File: src/rtl/pgm_wr_ctl_pkg.sv
package pgm_wr_ctl_pkg;

   // Kind of storage behind each register bit
   typedef enum logic [1:0] {
      PWC_ZERO = 2'd0,   // unused, reads 0
      PWC_CLR  = 2'd1,   // writable, cleared by a done event
      PWC_LOCK = 2'd2,   // set-only latch
      PWC_STAT = 2'd3    // live status input
   } pwc_kind_e;

   function automatic pwc_kind_e pwc_kind(input int pos, input int b_pgm,
                                          input int b_erase, input int b_lock,
                                          input int b_boot);
      if (pos == b_pgm || pos == b_erase) return PWC_CLR;
      if (pos == b_lock)                  return PWC_LOCK;
      if (pos == b_boot)                  return PWC_STAT;
      return PWC_ZERO;
   endfunction

endpackage

File: src/rtl/pwc_decode.sv
module pwc_decode #(
   parameter int          ADDR_W   = 8,
   parameter int unsigned REG_ADDR = 'hB2
) (
   input  logic              wr_en,
   input  logic [ADDR_W-1:0] wr_addr,
   output logic              hit
);
   localparam logic [ADDR_W-1:0] MATCH = ADDR_W'(REG_ADDR);

   if (ADDR_W < 1 || ADDR_W > 32) begin : g_bad_aw
      $error("pwc_decode: ADDR_W out of range");
   end
   if (ADDR_W < 32 && REG_ADDR >= (32'd1 << ADDR_W)) begin : g_bad_addr
      $error("pwc_decode: REG_ADDR does not fit ADDR_W");
   end

   assign hit = wr_en && (wr_addr == MATCH);
endmodule

File: src/rtl/pwc_clr_cell.sv
module pwc_clr_cell (
   input  logic clk,
   input  logic rst_n,
   input  logic wr_ok,
   input  logic wr_bit,
   input  logic clr_evt,
   output logic q
);
   always_ff @(posedge clk or negedge rst_n) begin
      if (!rst_n)       q <= 1'b0;
      else if (clr_evt) q <= 1'b0;
      else if (wr_ok)   q <= wr_bit;
   end


   clr_wins_chk: assert property (@(posedge clk) disable iff (!rst_n)
      clr_evt |=> !q);


   wr_load_chk: assert property (@(posedge clk) disable iff (!rst_n)
      (wr_ok && !clr_evt) |=> (q == $past(wr_bit)));
endmodule

File: src/rtl/pwc_lock_cell.sv
module pwc_lock_cell (
   input  logic clk,
   input  logic rst_n,
   input  logic set_req,
   output logic q
);
   always_ff @(posedge clk or negedge rst_n) begin
      if (!rst_n)       q <= 1'b0;
      else if (set_req) q <= 1'b1;
   end


   lock_sticky_chk: assert property (@(posedge clk) disable iff (!rst_n)
      q |=> q);


   lock_set_chk: assert property (@(posedge clk) disable iff (!rst_n)
      set_req |=> q);
endmodule

File: src/rtl/pgm_wr_ctl.sv
module pgm_wr_ctl
   import pgm_wr_ctl_pkg::*;
#(
   parameter int          ADDR_W    = 8,
   parameter int          DATA_W    = 8,
   parameter int unsigned REG_ADDR  = 'hB2,
   parameter int          BIT_PGM   = 0,
   parameter int          BIT_ERASE = 1,
   parameter int          BIT_LOCK  = 6,
   parameter int          BIT_BOOT  = 7
) (
   input  logic              clk,
   input  logic              rst_n,
   input  logic              wr_en,
   input  logic [ADDR_W-1:0] wr_addr,
   input  logic [DATA_W-1:0] wr_data,
   input  logic              int_en,
   input  logic              byte_done,
   input  logic              erase_done,
   input  logic              preboot_in,
   output logic [DATA_W-1:0] reg_q,
   output logic              pgm_sel,
   output logic              erase_arm,
   output logic              secure_on
);
   localparam logic [DATA_W-1:0] USED_MASK =
      (DATA_W'(1) << BIT_PGM) | (DATA_W'(1) << BIT_ERASE) | (DATA_W'(1) << BIT_LOCK);

   // elaboration checks on the bit map
   if (BIT_PGM >= DATA_W || BIT_ERASE >= DATA_W ||
       BIT_LOCK >= DATA_W || BIT_BOOT >= DATA_W) begin : g_bad_pos
      $error("pgm_wr_ctl: bit position beyond DATA_W");
   end
   if (BIT_PGM == BIT_ERASE || BIT_PGM == BIT_LOCK || BIT_PGM == BIT_BOOT ||
       BIT_ERASE == BIT_LOCK || BIT_ERASE == BIT_BOOT || BIT_LOCK == BIT_BOOT) begin : g_bad_map
      $error("pgm_wr_ctl: bit positions overlap");
   end

   logic hit;
   logic unused_wr_bits;

   pwc_decode #(.ADDR_W(ADDR_W), .REG_ADDR(REG_ADDR)) u_dec (
      .wr_en  (wr_en),
      .wr_addr(wr_addr),
      .hit    (hit)
   );

   assign unused_wr_bits = ^(wr_data & ~USED_MASK);

   for (genvar i = 0; i < DATA_W; i++) begin : g_bit
      localparam pwc_kind_e KIND = pwc_kind(i, BIT_PGM, BIT_ERASE, BIT_LOCK, BIT_BOOT);
      if (KIND == PWC_CLR) begin : g_clr
         logic ok, clr;
         if (i == BIT_PGM) begin : g_pgm
            assign ok  = hit && !int_en;
            assign clr = byte_done;
         end else begin : g_erase
            assign ok  = hit;
            assign clr = erase_done;
         end
         pwc_clr_cell u_cell (
            .clk    (clk),
            .rst_n  (rst_n),
            .wr_ok  (ok),
            .wr_bit (wr_data[i]),
            .clr_evt(clr),
            .q      (reg_q[i])
         );
      end else if (KIND == PWC_LOCK) begin : g_lock
         pwc_lock_cell u_cell (
            .clk    (clk),
            .rst_n  (rst_n),
            .set_req(hit && wr_data[i]),
            .q      (reg_q[i])
         );
      end else if (KIND == PWC_STAT) begin : g_stat
         assign reg_q[i] = preboot_in;
      end else begin : g_zero
         assign reg_q[i] = 1'b0;
      end
   end

   assign pgm_sel   = reg_q[BIT_PGM];
   assign erase_arm = reg_q[BIT_ERASE];
   assign secure_on = reg_q[BIT_LOCK];


   pgm_gate_chk: assert property (@(posedge clk) disable iff (!rst_n)
      (int_en && !byte_done) |=> $stable(pgm_sel));


   miss_hold_chk: assert property (@(posedge clk) disable iff (!rst_n)
      (!hit && !byte_done && !erase_done) |=> ($stable(pgm_sel) && $stable(erase_arm)));


   pgm_done_chk: assert property (@(posedge clk) disable iff (!rst_n)
      byte_done |=> !pgm_sel);
endmodule

File: config.mk
export PLATFORM = sky130hd
export DESIGN_NAME = pgm_wr_ctl
export DESIGN_NICKNAME = d
export VERILOG_FILES = /design/src/rtl/pgm_wr_ctl_pkg.sv /design/src/rtl/pwc_decode.sv /design/src/rtl/pwc_clr_cell.sv /design/src/rtl/pwc_lock_cell.sv /design/src/rtl/pgm_wr_ctl.sv
export SDC_FILE = /design/constraint.sdc
export NUM_CORES = 1
export LEC_CHECK = 0
export BUFFER_PORTS_ARGS = -buffer_cell sky130_fd_sc_hd__buf_2
export CAP_MARGIN = 20
export CORE_AREA = 2 2 39 41
export DETAILED_ROUTE_END_ITERATION = 8
export DIE_AREA = 0 0 41 43
export SYNTH_ARGS = -nofsm -noshare
export SYNTH_HDL_FRONTEND = slang
export SYNTH_HIERARCHICAL = 1
export SYNTH_SLANG_ARGS = --single-unit
export TNS_END_PERCENT = 50
File: constraint.sdc
create_clock -name clk -period 0.8 [get_ports clk]
set_clock_uncertainty 0.1 [all_clocks]
set_input_delay 0.12 -clock clk [delete_from_list [all_inputs] [get_ports clk]]
set_output_delay 0.12 -clock clk [all_outputs]
set_load 0.05 [all_outputs]
-- Word-level counts from Yosys, hierarchy flattened
Index checks and enable logic that the tools add are counted.
- output and inout port bits: 11
- register bits after elaboration: 3
- input bits: 23
- muxes and demuxes: 4
- eq/ne operators: 1
- reductions and logical operators: 6
- operators with widths (cell ; count):
    == test 8 bit (second input constant) ; 1
    two-way mux 1 bit ; 4
    nonzero test 2 bit ; 2
    logical AND 1 bit ; 3
    logical NOT 1 bit ; 1

-- Longest topological paths before layout
- depth after elaboration: 5
- mapped depth: 5

-- Cells and area by module
Netlist, hierarchy kept.
- modules (own cells, without submodules) (module ; area each (µm²) ; sequential area each (µm²) ; instances ; cells an instance):
    pgm_wr_ctl ; 83.8 ; 0.0 ; 1 ; 11
    pwc_clr_cell ; 38.8 ; 25.0 ; 2 ; 3
    pwc_lock_cell ; 31.3 ; 25.0 ; 1 ; 2
    pwc_decode ; 28.8 ; 0.0 ; 1 ; 3

-- Worst setup path after synthesis
OpenSTA, ideal clock, no wires.
- path kind: input -> register
- start: input wr_addr[6]
- end: register g_bit[0].g_clr.u_cell.q
- buffers on the path: 0
- arrival time: 1.002 ns
- stages: 5
- data required time: 0.580 ns
- setup time: 0.120 ns
- setup slack: -0.422 ns
- path through: nand4b_1 > nor4_2 > nor2b_4 > mux2i_1 > nor2_1
- cells in the longest elaborated chain, start to end: 4
- ends and longest elaborated chain (what ; RTL line ; RTL):
    start: declaration ; pgm_wr_ctl.sv:15 ; input logic [ADDR_W-1:0] wr_addr,
    == test 8 bit ; pwc_decode.sv:18 ; assign hit = wr_en && (wr_addr == MATCH);
    logical AND 1 bit ; pwc_decode.sv:18 ;
    named net g_bit[1].g_clr.ok ; pgm_wr_ctl.sv:53 ; logic ok, clr;
    logical AND 1 bit ; pgm_wr_ctl.sv:55 ; assign ok = hit && !int_en;
    named net g_bit[0].g_clr.ok ; pgm_wr_ctl.sv:53 ;
    nonzero test 2 bit (no source line) ; - ;
    end signal: assignment ; pwc_clr_cell.sv:12 ; else if (wr_ok) q <= wr_bit;
    end: declaration ; pwc_clr_cell.sv:7 ; output logic q
The timed path passes the listed nets, and every way through them passes these cells.
A chain may end at the register's enable or synchronous reset.

-- Worst setup path in the final report
Ends and elaborated chain as after synthesis.

==> key figures <==
Outcome
  • Status: complete, but fails checks
  • Violated checks: negative setup slack

Clock tree
  • CTS Buf Count: 3
  • H-tree depth: 1
  • Max Root-Sink Buffers: 2
  • Clk sinks: 3
  • CTS tree: done
  • Clock slew at reported path FFs: approximately 0.040 ns
  • Clk root buf: clkbuf_4
  • Worst skew pair latency: 0.23 ns

Routing
  • DRT antenna net count: 0
  • DRT iter0 DRCs: 0
  • Detailed Routing Iterations Pass 1: 1
  • DRC: 0
  • Vias: 225
  • Drt wl/cell: 8.25 um
  • Vias per cell: roughly 3.6
  • Post-Route WL: around 520 um

Power and ir drop
  • Combinational group share of total power: about a quarter
  • Clk pwr share: 47.8%
  • Internal power: 0.396 mW
  • Switch Pwr: 0.160 mW
  • P_leak: between 0.2 and 0.25 nW
  • Switching share of power: between 20 and 30%
  • VDD IR max: approximately 0.00054 V
  • Pwr Density: around 1300 nW/um^2
  • Seq pwr share: 28.5%
  • Tot Pwr: 0.555 mW

Cells and area
  • Commonest non-fill, non-tap cell in the layout: buf_2
  • Final Non-Filler Cells: 63
  • Commonest non-fill, non-tap cells in the layout: buf_2, buf_6, conb_1
  • Fillcell total: 167
  • Final nets: approximately 70
  • Fraction of layout cells with a size suffix above 1: between 60% and 70%
  • Final core occ: between 20 and 30%
  • Area grow syn2layout: 87.0%
  • ANT cells: 0

Synthesis
  • Post-synthesis cell count: 22
  • Cell Area, Synth: around 220 um^2
  • Seq/Total Area, Yosys: 33.9%
  • Seq cells post-synth: 3
  • Synth cell types: 11
  • Synth warnings: 6
  • Post-Syn Area per Cell: approximately 10 um^2

STA
  • Maximum clock frequency: 943 MHz
  • Final slew viol count: 0
  • Final Hold Viols: 0
  • TNS Setup: -1.98 ns
  • # setup viols final: 9
  • Post-layout minimum cycle time: 1.06 ns
  • Final Hold Slack: 0.0391 ns
  • Unrepaired setup endpoints after global routing: true
  • Fin crit share: 133%
  • Worst Slack Setup Final: -0.261 ns

Floorplanning
  • Die area: roughly 1800 um^2
  • # rows: 14
  • Starting Density: roughly 16%
  • Core outline area: roughly 1400 um^2
  • I/O Pins: 34
  • Die Wd: a little over 40 um
  • Die H: roughly 43 um

Setup path
  • R2R Path Start: g_bit[6].g_lock.u_cell/q
  • Critical Path RT: slightly above 0.8 ns
  • Kind of start point of the critical path: input pin
  • Crit Path Max Fanout: 2
  • Worst R2R Path Depth: 1
  • R2r setup slk: -0.06 ns
  • Crit Path Class: in2reg
  • CP arrival: between 1 and 1.5 ns
  • Endpoint class of the critical path: flip-flop
  • FF-to-FF End: g_bit[6].g_lock.u_cell/q

Worst hold path
  • Hold path cells: 3
  • HP Start: wr_data[0]
  • Hold endpoint: g_bit[0].g_clr.u_cell/q
  • Hold WC Path Type: in2reg

Placed design
  • IO buf count: 22
  • Placed cells: between 50 and 60
  • Routability cong.: slightly below 0.6

Global route
  • Largest net degree at the start of global routing: 4
  • First-pass GRT wire length: ~670 um
  • Vias in the first global route: slightly below 200
  • GRT Total Usage: roughly 6.3%
  • Grt total ovfl: 0
  • Initial antenna violation count: 0

Flow run
  • Max-cap violations: 0
==> power by group through the flow <==
stage,registers (mW),logic [mW],clock network (mW)
CTS,0.157,0.131,0.286
finish,0.158,0.132,0.266
global placement,0.159,0.112,0
detailed placement,0.159,0.112,0
global route,0.158,0.140,0.305
floorplan,0.169,0.0920,0
==> critical path, cell delays in order <==
cell,delay [ns]
buf_6,0.09
nand4b_1,0.17
nor4_2,0.27
nor2b_4,0.19
mux2i_1,0.19
nor2_1,0.05
==> area by class of cell <==
type | instances | area, um^2 | area share [%]
Clock buffer | 4 | 26.3 | 6.34
Multi-Input combinational cell | 14 | 97.6 | 23.6
Sequential cell | 3 | 78.8 | 19.0
Tap cell | 16 | 20.0 | 4.83
Timing Repair Buffer | 26 | 191 | 46.2
==> state kept, by name, summed over array words and instances (netlist names) <==
name                   flops
g_bit.g_lock.u_cell/q      1
g_bit.g_clr.u_cell/q       2
==> logic make-up (layout without fill, tap and decap cells) <==
logic type | after synthesis | count (layout) | synth area share (%)
AND/OR/NAND/NOR | 8 | 8 | 28.3
buffers and inverters | 8 | 30 | 27.1
flip-flops | 3 | 3 | 33.9
multiplexers | 2 | 2 | 9.04
other | 1 | 4 | 1.69
==> synthesized netlist by cell type <==
cell type,instances,area [um^2]
buf_4,8,60.1
dfrtp_1,3,75.1
mux2i_1,2,20.0
nor2_1,2,7.51
and2_1,1,6.26
conb_1,1,3.75
nand3b_1,1,7.51
nand4b_1,1,8.76
nor2b_4,1,13.8
nor4_2,1,12.5
or2_1,1,6.26
==> per-layer routing <==
layer	up-vias	global-route usage (%)	wire length, um
li1	109	-	-
met2	16	9.69	270
met4	0	8.00	0
met5	-	0	0
met3	0	3.14	72
met1	100	4.52	177
==> what timing repair did <==
item	4_1_cts	5_1_grt
endpoints found under the setup margin	9	9
hold buffers	3	0
setup buffers	0	0
hold endpoints to repair	5	0
gates resized for setup	8	7
==> worst max path at each step <==
stage,startpoint,end,slack [ns],depth (start not counted)
2_1_floorplan,wr_addr[6],g_bit[0].g_clr.u_cell/q,-0.42,5
3_3_place_gp,wr_addr[6],g_bit[0].g_clr.u_cell/q,-0.53,6
3_5_place_dp,wr_addr[6],g_bit[0].g_clr.u_cell/q,-0.54,6
4_1_cts,g_bit[0].g_clr.u_cell/q,pgm_sel,-0.29,1
5_1_grt,wr_addr[6],g_bit[0].g_clr.u_cell/q,-0.34,6
6_report,wr_addr[6],g_bit[0].g_clr.u_cell/q,-0.26,6
==> stage by stage <==
step	cell area (um^2)	worst slack, ns
2_1_floorplan	251	-0.419
3_3_place_gp	314	-0.531
3_5_place_dp	314	-0.542
4_1_cts	398	-0.290
5_1_grt	414	-0.338
6_report	414	-0.261
(Power assumes the default switching activity.)
